### src/rtl/uart_fifo_pkg.sv
package uart_fifo_pkg;

  // Per-cycle commands from the control unit to the datapath
  typedef struct packed {
    logic txFlush;
    logic rxFlush;
    logic txPush;
    logic txPop;
    logic rxPush;
    logic rxPop;
    logic legacy;   // FIFOs disabled: one-byte capacity
  } fifoStrobes_t;

  // Receive trigger threshold in characters
  function automatic int unsigned trigLevel(input logic [1:0] sel);
    case (sel)
      2'b00:   return 1;
      2'b01:   return 4;
      2'b10:   return 8;
      default: return 14;
    endcase
  endfunction

endpackage

### src/rtl/uart_byte_fifo.sv
module uart_byte_fifo #(
  parameter int DEPTH = 16,
  parameter int W     = 8
) (
  input  logic                         clk,
  input  logic                         rstN,
  input  logic                         flush,
  input  logic                         push,
  input  logic                         pop,
  input  logic                         legacy,
  input  logic [W-1:0]                 wrData,
  output logic [W-1:0]                 rdData,
  output logic [$clog2(DEPTH+1)-1:0]   count,
  output logic                         overrun
);
  localparam int AW = $clog2(DEPTH);
  localparam int CW = $clog2(DEPTH+1);

  logic [W-1:0]  mem [DEPTH];
  logic [AW-1:0] wrPtr, rdPtr;
  logic [CW-1:0] cap;
  logic          full, empty, doPush, doPop;

  assign cap    = legacy ? CW'(1) : CW'(DEPTH);
  assign full   = count >= cap;
  assign empty  = count == '0;
  assign doPush = push && !full;
  assign doPop  = pop && !empty;

  function automatic logic [AW-1:0] nextPtr(input logic [AW-1:0] p);
    return (p == AW'(DEPTH-1)) ? '0 : p + AW'(1);
  endfunction

  always_ff @(posedge clk) begin
    if (doPush && !flush) mem[wrPtr] <= wrData;
  end

  always_ff @(posedge clk or negedge rstN) begin
    if (!rstN) begin
      wrPtr   <= '0;
      rdPtr   <= '0;
      count   <= '0;
      overrun <= 1'b0;
      rdData  <= '0;
    end else if (flush) begin
      wrPtr   <= '0;
      rdPtr   <= '0;
      count   <= '0;
      overrun <= 1'b0;
    end else begin
      if (doPush) wrPtr <= nextPtr(wrPtr);
      if (doPop) begin
        rdPtr  <= nextPtr(rdPtr);
        rdData <= mem[rdPtr];
      end
      if (push && full) overrun <= 1'b1;
      count <= count + CW'(doPush) - CW'(doPop);
    end
  end
endmodule

### src/rtl/uart_fifo_dp.sv
module uart_fifo_dp
  import uart_fifo_pkg::*;
#(
  parameter int DEPTH = 16
) (
  input  logic                       clk,
  input  logic                       rstN,
  input  fifoStrobes_t               stb,
  input  logic [7:0]                 txWrData,
  input  logic [7:0]                 rxPushData,
  output logic [7:0]                 txPopData,
  output logic [7:0]                 rxRdData,
  output logic [$clog2(DEPTH+1)-1:0] txCount,
  output logic [$clog2(DEPTH+1)-1:0] rxCount,
  output logic                       txOverrun,
  output logic                       rxOverrun
);
  uart_byte_fifo #(.DEPTH(DEPTH), .W(8)) i_txq (
    .clk(clk), .rstN(rstN), .flush(stb.txFlush), .push(stb.txPush),
    .pop(stb.txPop), .legacy(stb.legacy), .wrData(txWrData),
    .rdData(txPopData), .count(txCount), .overrun(txOverrun));

  uart_byte_fifo #(.DEPTH(DEPTH), .W(8)) i_rxq (
    .clk(clk), .rstN(rstN), .flush(stb.rxFlush), .push(stb.rxPush),
    .pop(stb.rxPop), .legacy(stb.legacy), .wrData(rxPushData),
    .rdData(rxRdData), .count(rxCount), .overrun(rxOverrun));
endmodule

### src/rtl/uart_fifo_ctrl.sv
module uart_fifo_ctrl
  import uart_fifo_pkg::*;
#(
  parameter int DEPTH = 16
) (
  input  logic                       clk,
  input  logic                       rstN,
  input  logic                       ctrlWrEn,
  input  logic [7:0]                 ctrlWrData,
  input  logic                       txWrEn,
  input  logic                       txPopEn,
  input  logic                       rxPushEn,
  input  logic                       rxRdEn,
  input  logic                       rxTimeout,
  input  logic [$clog2(DEPTH+1)-1:0] txCount,
  input  logic [$clog2(DEPTH+1)-1:0] rxCount,
  output fifoStrobes_t               stb,
  output logic [7:0]                 ctrlRdData,
  output logic                       rxTrigIrq,
  output logic                       txRdyN,
  output logic                       rxRdyN
);
  localparam int CW = $clog2(DEPTH+1);

  logic       fifoEn, dmaSel;
  logic [1:0] trigSel;
  logic       wrOn, enFlip, mode1;
  logic       txEmpty, txFull, rxEmpty, trigHit;
  logic       txHold, rxHold, txLvl1, rxLvl1;
  logic [CW-1:0] cap;

  assign wrOn   = ctrlWrEn && ctrlWrData[0];
  assign enFlip = ctrlWrEn && (ctrlWrData[0] != fifoEn);

  always_ff @(posedge clk or negedge rstN) begin
    if (!rstN) begin
      fifoEn  <= 1'b0;
      dmaSel  <= 1'b0;
      trigSel <= 2'b00;
    end else if (ctrlWrEn) begin
      fifoEn <= ctrlWrData[0];
      if (wrOn) begin
        trigSel <= ctrlWrData[7:6];
        dmaSel  <= ctrlWrData[3];
      end
    end
  end

  always_comb begin
    stb.txFlush = (wrOn && ctrlWrData[2]) || enFlip;
    stb.rxFlush = (wrOn && ctrlWrData[1]) || enFlip;
    stb.txPush  = txWrEn;
    stb.txPop   = txPopEn;
    stb.rxPush  = rxPushEn;
    stb.rxPop   = rxRdEn;
    stb.legacy  = !fifoEn;
  end

  assign ctrlRdData = {trigSel, 2'b00, dmaSel, 2'b00, fifoEn};

  assign cap     = fifoEn ? CW'(DEPTH) : CW'(1);
  assign txEmpty = txCount == '0;
  assign txFull  = txCount >= cap;
  assign rxEmpty = rxCount == '0;
  assign trigHit = rxCount >= CW'(trigLevel(trigSel));
  assign mode1   = fifoEn && dmaSel;

  assign rxTrigIrq = fifoEn ? trigHit : !rxEmpty;

  // Hysteresis levels for the second signalling mode
  assign txLvl1 = txFull ? 1'b1 : (txEmpty ? 1'b0 : txHold);
  assign rxLvl1 = rxEmpty ? 1'b1 : ((trigHit || rxTimeout) ? 1'b0 : rxHold);

  always_ff @(posedge clk or negedge rstN) begin
    if (!rstN) begin
      txHold <= 1'b0;
      rxHold <= 1'b1;
    end else begin
      txHold <= txLvl1;
      rxHold <= rxLvl1;
    end
  end

  assign txRdyN = mode1 ? txLvl1 : !txEmpty;
  assign rxRdyN = mode1 ? rxLvl1 : rxEmpty;
endmodule

### src/rtl/uart_fifo_ctl.sv
module uart_fifo_ctl
  import uart_fifo_pkg::*;
#(
  parameter int DEPTH = 16,
  localparam int CW   = $clog2(DEPTH+1)
) (
  input  logic          clk,
  input  logic          rstN,
  input  logic          ctrlWrEn,
  input  logic [7:0]    ctrlWrData,
  output logic [7:0]    ctrlRdData,
  input  logic          txWrEn,
  input  logic [7:0]    txWrData,
  input  logic          txPopEn,
  output logic [7:0]    txPopData,
  output logic [CW-1:0] txCount,
  output logic          txOverrun,
  input  logic          rxPushEn,
  input  logic [7:0]    rxPushData,
  input  logic          rxRdEn,
  output logic [7:0]    rxRdData,
  output logic [CW-1:0] rxCount,
  output logic          rxOverrun,
  input  logic          rxTimeout,
  output logic          rxTrigIrq,
  output logic          txRdyN,
  output logic          rxRdyN
);
  fifoStrobes_t stb;

  uart_fifo_ctrl #(.DEPTH(DEPTH)) i_ctrl (
    .clk(clk), .rstN(rstN), .ctrlWrEn(ctrlWrEn), .ctrlWrData(ctrlWrData),
    .txWrEn(txWrEn), .txPopEn(txPopEn), .rxPushEn(rxPushEn), .rxRdEn(rxRdEn),
    .rxTimeout(rxTimeout), .txCount(txCount), .rxCount(rxCount), .stb(stb),
    .ctrlRdData(ctrlRdData), .rxTrigIrq(rxTrigIrq), .txRdyN(txRdyN),
    .rxRdyN(rxRdyN));

  uart_fifo_dp #(.DEPTH(DEPTH)) i_dp (
    .clk(clk), .rstN(rstN), .stb(stb), .txWrData(txWrData),
    .rxPushData(rxPushData), .txPopData(txPopData), .rxRdData(rxRdData),
    .txCount(txCount), .rxCount(rxCount), .txOverrun(txOverrun),
    .rxOverrun(rxOverrun));
endmodule

### config.mk
export PLATFORM = sky130hd
export DESIGN_NAME = uart_fifo_ctl
export DESIGN_NICKNAME = d
export VERILOG_FILES = /design/src/rtl/uart_fifo_pkg.sv /design/src/rtl/uart_byte_fifo.sv /design/src/rtl/uart_fifo_dp.sv /design/src/rtl/uart_fifo_ctrl.sv /design/src/rtl/uart_fifo_ctl.sv
export SDC_FILE = /design/constraint.sdc
export NUM_CORES = 1
export LEC_CHECK = 0
export BUFFER_PORTS_ARGS = -buffer_cell sky130_fd_sc_hd__buf_2
export CAP_MARGIN = 40
export CORE_ASPECT_RATIO = 1.1
export CORE_MARGIN = 10
export CORE_UTILIZATION = 60
export DETAILED_ROUTE_END_ITERATION = 12
export GPL_ROUTABILITY_DRIVEN = 0
export HOLD_SLACK_MARGIN = 0.15
export MAX_ROUTING_LAYER = met4
export PLACE_DENSITY = 0.79
export REMOVE_ABC_BUFFERS = 1
export SYNTH_ARGS = -nofsm -noshare
export SYNTH_HDL_FRONTEND = slang
export SYNTH_SLANG_ARGS = --single-unit
### constraint.sdc
create_clock -name clk -period 4 [get_ports clk]
set_clock_uncertainty 0.2 [all_clocks]
set_input_delay 0.8 -clock clk [delete_from_list [all_inputs] [get_ports clk]]
set_output_delay 0.8 -clock clk [all_outputs]
set_load 0.02 [all_outputs]
==> reports/qor.csv, run 1 <==
stage,metric,value,unit
timing,"Slew Viols, Final",0,
power,LEAKAGE,5.039,nW
timing,Setup Viol. Count Final,0,
power,VDD IR max,0.4159,mV
clock_network,H-tree Lvls,1,
timing,Final Critical Period,3.487,ns
hold_path,Hold Path Sink,i_ctrl.txHold,
routing,routed vias,6944,
clock_network,CTS sink cnt,306,
timing,Fin. Hold Viols,0,
place,I/O Buffers,64,
power,sequential power share,44.3,%
layout,Syn-to-layout area delta,13.12,%
routing,total wire length,26480,µm
clock_network,Worst-path clk slew,0.06,ns
hold_path,hold_sp,i_ctrl.txHold,
critical_path,Worst R2R Setup Slack,0.51,ns
layout,share of layout cells above drive strength 1,25.23,%
synth,top cell type's share of synthesized area,59.88,%
routing,drt first pass iters,6,
global_routing,antenna violations before repair,0,
timing,RSZ-0062 raised after global routing,false,
job,max cap viols,0,
clock_network,TritonCTS Buffers,29,
clock_network,Max Buffers Root-to-Sink,3,
synth,Yosys reg bits,306,
global_routing,vias in the first global route,7244,
hold_path,worst hold stages,2,
timing,Setup TNS,0,ns
synth,Synth area leader,edfxtp_1,
synth,Synth Cell Area,0.01284,mm²
critical_path,critical path required time,4.19,ns
floorplan,Rows,56,
layout,NumNets Final,898,
timing,fmax,0.2867,GHz
global_routing,Tot GR Track Use,19.62,%
floorplan,chip height,173.4,µm
global_routing,GR Overflow Total,0,
outcome,outcome,completed,
routing,number of remaining DRC errors,0,
power,sw frac,30.63,%
synth,Yosys cell types,46,
timing,Slew HR,37.86,%
synth,sequential fraction of the synthesis area,69.64,%
floorplan,die area,0.02765,mm²
power,Power Density,633.2,mW/mm²
synth,top post-synthesis cells by area,"edfxtp_1 60%, mux4_2 11%, dfrtp_1 9.6%",
global_routing,first-pass GRT wire length,41750,µm
critical_path,startpoint types,flip-flop,
timing,crit share post-route,87.18,%
place,DP Cell Count,1087,
critical_path,RR Endpoint,i_dp.i_rxq.count[4],
critical_path,CP arrival,3.68,ns
power,share of total power in combinational logic,27.5,%
clock_network,Clk Tree Root Cell,clkbuf_16,
critical_path,reg2reg start,i_dp.i_rxq.count[3],
layout,fillers,1391,
floorplan,Initial Utilization,60.67,%
critical_path,worst reg2reg path depth,14,
routing,routed length per instance,23.19,µm
synth,Synth Area per Inst,17.37,µm²
clock_network,"Clk Latency, worst-skew pair",0.55,ns
floorplan,Ports,71,
clock_network,CTS tree,built,
critical_path,CP max FO,9,
power,Clock power frac,28.2,%
synth,Syn Inst Count,739,
routing,First DRT Iteration DRCs,588,
routing,remaining antenna violation count,0,
critical_path,crit path kind,reg2reg,
power,P_sw,2.816,mW
power,Int Pwr,6.378,mW
layout,Finished Layout Cells,1142,
timing,worst-margin pin slew,0.9287,ns
floorplan,Core ar.,0.02116,mm²
synth,yosys warns,0,
floorplan,Die X-Extent,159.5,µm
place,DP HPWL,17770,µm
critical_path,critical path endpoint category,flip-flop,
hold_path,path category of the worst min-delay check,reg2reg,
layout,# diodes,0,
global_routing,pin count of the biggest net entering global routing,37,
routing,Vias/cell,6.081,
## worst max-delay path by stage
stage	cells past startpoint	to	startpoint
after floorplan	14	i_dp.i_txq.count[4]	i_ctrl.fifoEn
after global placement	14	i_dp.i_rxq.count[4]	i_dp.i_rxq.count[3]
after detailed placement	14	i_dp.i_rxq.count[4]	i_dp.i_rxq.count[3]
after CTS	14	i_dp.i_rxq.count[4]	i_dp.i_rxq.count[3]
after global routing	14	i_dp.i_rxq.count[4]	i_dp.i_rxq.count[3]
final	14	i_dp.i_rxq.count[4]	i_dp.i_rxq.count[3]
## registers in the layout, summed over array words and instances, names as in the netlist
name / count
i_ctrl.dmaSel: 1
i_ctrl.fifoEn: 1
i_ctrl.rxHold: 1
i_ctrl.trigSel: 2
i_ctrl.txHold: 1
i_dp.i_rxq.count: 5
i_dp.i_rxq.mem: 128
i_dp.i_rxq.overrun: 1
i_dp.i_rxq.rdData: 8
i_dp.i_rxq.rdPtr: 4
i_dp.i_rxq.wrPtr: 4
i_dp.i_txq.count: 5
i_dp.i_txq.mem: 128
i_dp.i_txq.overrun: 1
i_dp.i_txq.rdData: 8
i_dp.i_txq.rdPtr: 4
i_dp.i_txq.wrPtr: 4
## routing by layer
layer  GRT usage, %  routed length [µm]  up-vias
met3          2.352                1289       60
met5              -                   0        -
li1               -                   -     3080
met2          34.58               14610      260
met4          6.685                 790        0
met1          22.91                9792     3544
## worst max-delay path, stage by stage, from the launching register on
cell      delay (ns)
dfrtp_1         0.46
inv_1           0.12
ha_1            0.18
or4b_1          0.62
nand2_1         0.21
inv_1           0.07
ha_1            0.28
inv_1           0.06
ha_1            0.17
inv_1           0.06
fa_1            0.42
o21bai_1        0.17
a21oi_1         0.10
xnor2_1         0.16
nor2_1          0.05
## per-stage QoR
| stage | hold slack (ns) | instance area (µm²) | power, mW | util, % | setup slack, ns |
|---|---|---|---|---|---|
| after floorplan | 0.2406 | 12640 | 5.849 | - | 0.2676 |
| after CTS | 0.2770 | 14510 | 9.273 | 68.59 | 0.5106 |
| after detailed placement | 0.2695 | 13610 | 6.677 | 64.30 | 0.5310 |
| final | 0.2911 | 14520 | 9.194 | 68.63 | 0.5126 |
| after global placement | 0.2655 | 13540 | 6.501 | 64.00 | 0.6849 |
| after global routing | 0.2933 | 14520 | 9.660 | 68.63 | 0.2474 |
## placed cells by master, fill, tap and decap left out, types with 5 or more instances in the layout
cell type | Yosys | routed
a21oi_1 | 22 | 22
buf_2 | 12 | 64
buf_4 | 11 | 30
clkbuf_1 | 13 | 12
clkbuf_16 | 0 | 29
dfrtp_1 | 49 | 46
edfxtp_1 | 256 | 256
ha_1 | 34 | 34
inv_1 | 32 | 32
mux2i_1 | 34 | 34
mux4_2 | 64 | 64
nand2_1 | 44 | 44
nand2b_1 | 8 | 8
nand3_1 | 16 | 16
nand4_1 | 7 | 7
nor2_1 | 32 | 32
nor3_1 | 5 | 5
nor4_1 | 12 | 12
o21ai_0 | 10 | 10
o221ai_1 | 16 | 16
xnor2_1 | 6 | 6
## synth_stat cells, drive strengths merged
cell type / instances
o31ai: 2
nor3: 5
nand3: 16
a21oi: 22
inv: 32
or4b: 2
nand2b: 8
buf: 28
mux2: 4
o41a: 2
nand4: 7
mux4: 64
a31oi: 1
or4: 2
nor4: 12
nor2b: 3
or2: 2
mux2i: 34
nor2: 32
o32ai: 1
o221ai: 16
clkbuf: 13
ha: 34
nand2: 44
and2: 2
o21a: 2
dfstp: 1
a31o: 1
xor2: 4
dfrtp: 49
o21ai: 11
o211ai: 2
xnor2: 6
edfxtp: 256
o41ai: 3
and3b: 4
a211oi: 1
a311o: 2
fa: 2
conb: 1
o21bai: 4
or3: 2
## logic make-up after synthesis
group                      after synthesis  synth area share (%)
DFF                                    306                 69.64
and+or+nand+nor                        141                 5.341
muxes                                  102                 14.23
buffers and inverters                   73                 2.573
AOI/OAI and AO/OA                       70                 3.879
adders and majority gates               36                 3.626
xor gates and xnor gates                10                0.6822
other                                    1               0.02921
## power groups by stage
stage	Sequential [mW]	Clock (mW)	Combinational, mW
floorplan	4.31	0	1.54
global placement	4.17	0	2.33
detailed placement	4.14	0	2.54
CTS	4.08	2.63	2.56
global route	4.13	2.75	2.79
finish	4.08	2.59	2.53
## what timing repair did
action,in CTS,in global routing
endpoints found under the hold margin,27,0
resized for setup,0,0
setup buffers,0,0
hold buffers,1,0
## layout make-up
type	count	area, µm²	area share (%)
Sequential cell	306	8944	61.59
Multi-Input combinational cell	363	3578	24.64
Clock buffer	45	825.8	5.687
Inverter	32	120.1	0.8272
Clock inverter	8	72.57	0.4997
Tap cell	290	362.8	2.499
Timing Repair Buffer	98	618.1	4.256
Note: power is estimated with default switching activity, not from simulation.
==> inputs of run 2 (changes only) <==
--- a/config.mk
+++ b/config.mk
@@ -5,7 +5,7 @@
 export SDC_FILE = /design/constraint.sdc
 export NUM_CORES = 1
 export LEC_CHECK = 0
-export BUFFER_PORTS_ARGS = -buffer_cell sky130_fd_sc_hd__buf_2
+export BUFFER_PORTS_ARGS = -buffer_cell sky130_fd_sc_hd__clkbuf_2
 export CAP_MARGIN = 40
 export CORE_ASPECT_RATIO = 1.1
 export CORE_MARGIN = 10
==> run 2 against run 1 <==
  * First-iteration DRC count is 4.8% lower
  * Critical path depth is 7 lower
  * Total power down 0.95%
  * Non-clock buffer count fell by 1
  * Register-to-register slack gained 0.08 ns
  * Critical endpoint is now txRdyN
  * Largest cell class unchanged
==> reports/qor.csv, run 2 (synthesis gave the netlist of run 1 again) <==
stage,metric,value,unit
routing,routed length per instance,23.00,µm
floorplan,Ports,71,
timing,Fin. Hold Viols,0,
critical_path,critical path endpoint category,primary output,
critical_path,startpoint types,flip-flop,
layout,# diodes,0,
layout,Syn-to-layout area delta,13.01,%
clock_network,CTS sink cnt,306,
floorplan,Die X-Extent,159.5,µm
critical_path,CP peak stage delay,0.46,ns
critical_path,Slowest cell on crit path,dfrtp_1,
timing,fmax,0.2891,GHz
clock_network,Post-CTS Setup Inserts,0,
place,Placed Area,0.01361,mm²
timing,RSZ-0062 raised after global routing,false,
routing,remaining antenna violation count,0,
hold_path,path category of the worst min-delay check,in2reg,
place,dpl ws,0.5971,ns
layout,post-route design area,0.01451,mm²
global_routing,antenna violations before repair,0,
clock_network,Clk Tree Root Cell,clkbuf_16,
timing,worst setup margin,0.5404,ns
place,I/O Buffers,64,
timing,crit share post-route,86.49,%
clock_network,TritonCTS Buffers,29,
place,DP HPWL,17360,µm
clock_network,Max Buffers Root-to-Sink,3,
clock_network,CTS tree,built,
power,VDD IR max,0.4126,mV
layout,most frequent cells in the layout,"256 x edfxtp_1, 64 x mux4_2, 64 x clkbuf_2",
routing,number of remaining DRC errors,0,
routing,Vias/cell,6.062,
layout,"commonest non-fill, non-tap cell in the layout",edfxtp_1,
routing,drt first pass iters,5,
layout,Multi-input gate area,0.003578,mm²
critical_path,CP max FO,8,
job,max cap viols,0,
routing,total wire length,26170,µm
timing,Slew HR,40.90,%
floorplan,chip height,173.4,µm
timing,Final Critical Period,3.460,ns
critical_path,critical path required time,3.00,ns
timing,Setup Viol. Count Final,0,
floorplan,die area,0.02765,mm²
timing,worst-margin pin slew,0.8833,ns
global_routing,first-pass GRT wire length,41720,µm
clock_network,post-cts sizing count,0,
clock_network,H-tree Lvls,1,
timing,Setup TNS,0,ns
layout,share of layout cells above drive strength 1,25.12,%
layout,Seq. cell area,0.008945,mm²
global_routing,vias in the first global route,7383,
routing,First DRT Iteration DRCs,560,
clock_network,Worst-path clk slew,0.06,ns
layout,Top Registers,"i_dp.i_rxq.mem x128, i_dp.i_txq.mem x128",
critical_path,"Buf+Inv Stages, Crit Path",2,
floorplan,Initial Utilization,60.67,%
floorplan,Rows,56,
layout,fillers,1348,
global_routing,pin count of the biggest net entering global routing,38,
critical_path,worst path cell trace,inv_1 > ha_1 > and3b_1 > o41a_1 > nor2_1 > o21ai_0 > clkbuf_2,
global_routing,Tot GR Track Use,19.53,%
outcome,outcome,completed,
critical_path,crit-path leading delay family,compound AO/OA/AOI/OAI gates,
global_routing,GR Overflow Total,0,
power,Power Density,627.7,mW/mm²
critical_path,CP arrival,2.46,ns
layout,NumNets Final,897,
clock_network,"Clk Latency, worst-skew pair",0.54,ns
power,LEAKAGE,5.033,nW
floorplan,Core ar.,0.02116,mm²
routing,routed vias,6899,
critical_path,crit path kind,reg2out,
timing,"Slew Viols, Final",0,
## run 2: cell types whose count changed in the layout (fill, tap and decap cells not counted), moves of 4 or more
cell	before	now
clkbuf_2	0	64
clkbuf_1	12	7
buf_2	64	0
clkinv_1	1	5
## run 2: layout make-up
class                      count  share of cell area [%]
tap                          290                   2.501
clock buffer                  39                   5.468
inverter                      32                  0.8279
timing repair buffer          97                   4.295
sequential                   306                   61.66
clock inverter                11                  0.5865
multi-input combinational    363                   24.67
## run 2: worst paths after layout
check | from | end | slack (ns) | depth (start not counted)
min in group asynchronous | rstN | i_dp.i_txq.rdData[6] | 0.47 | 2
worst min register to register | i_dp.i_txq.rdData[3] | i_dp.i_txq.rdData[3] | 0.30 | 2
max in group asynchronous | rstN | i_ctrl.rxHold | 2.27 | 4
worst min-delay path | ctrlWrData[3] | i_ctrl.dmaSel | 0.29 | 2
worst max register to register | i_dp.i_rxq.count[3] | i_dp.i_rxq.count[4] | 0.59 | 14
worst max-delay path | i_ctrl.fifoEn | txRdyN | 0.54 | 7
## run 2: through the flow
step                      util, %  power [mW]  hold WS (ns)  cells
final                       68.56       9.107        0.2903   1138
after CTS                   68.53       9.179        0.2786   1137
after global placement      64.03       6.512        0.2632   1083
after global routing        68.56       9.583        0.2951   1138
after floorplan                 -       5.849        0.2406    701
after detailed placement    64.33       6.665        0.2705   1086
## run 2: routing by layer
layer	part of all wire, %	wire [µm]	global-route usage (%)	up-vias
met3	5.0	1301	2.494	47
met2	56	14710	35.02	243
met4	2.3	599	5.951	0
met1	37	9557	22.44	3527
met5	0	0	-	-
li1	-	-	-	3082
## run 2: worst reg2reg max path: stages (launching register included)
cell	delay [ns]
dfrtp_1	0.46
inv_1	0.11
ha_1	0.16
or4b_1	0.63
nand2_1	0.21
inv_1	0.06
ha_1	0.28
inv_1	0.05
ha_1	0.15
inv_1	0.06
fa_1	0.41
o21bai_1	0.17
a21oi_1	0.10
xnor2_1	0.15
nor2_1	0.06
## run 2: power breakdown
group,switching (mW),total [mW],internal (mW)
sequential,0.392,4.12,3.73
combinational,1.31,2.46,1.16
clock,1.08,2.52,1.44
## run 2: timing repair
item                                    4_1_cts  5_1_grt
endpoints found under the setup margin        0        0
hold endpoints to repair                      8        0
hold buffers                                  1        0
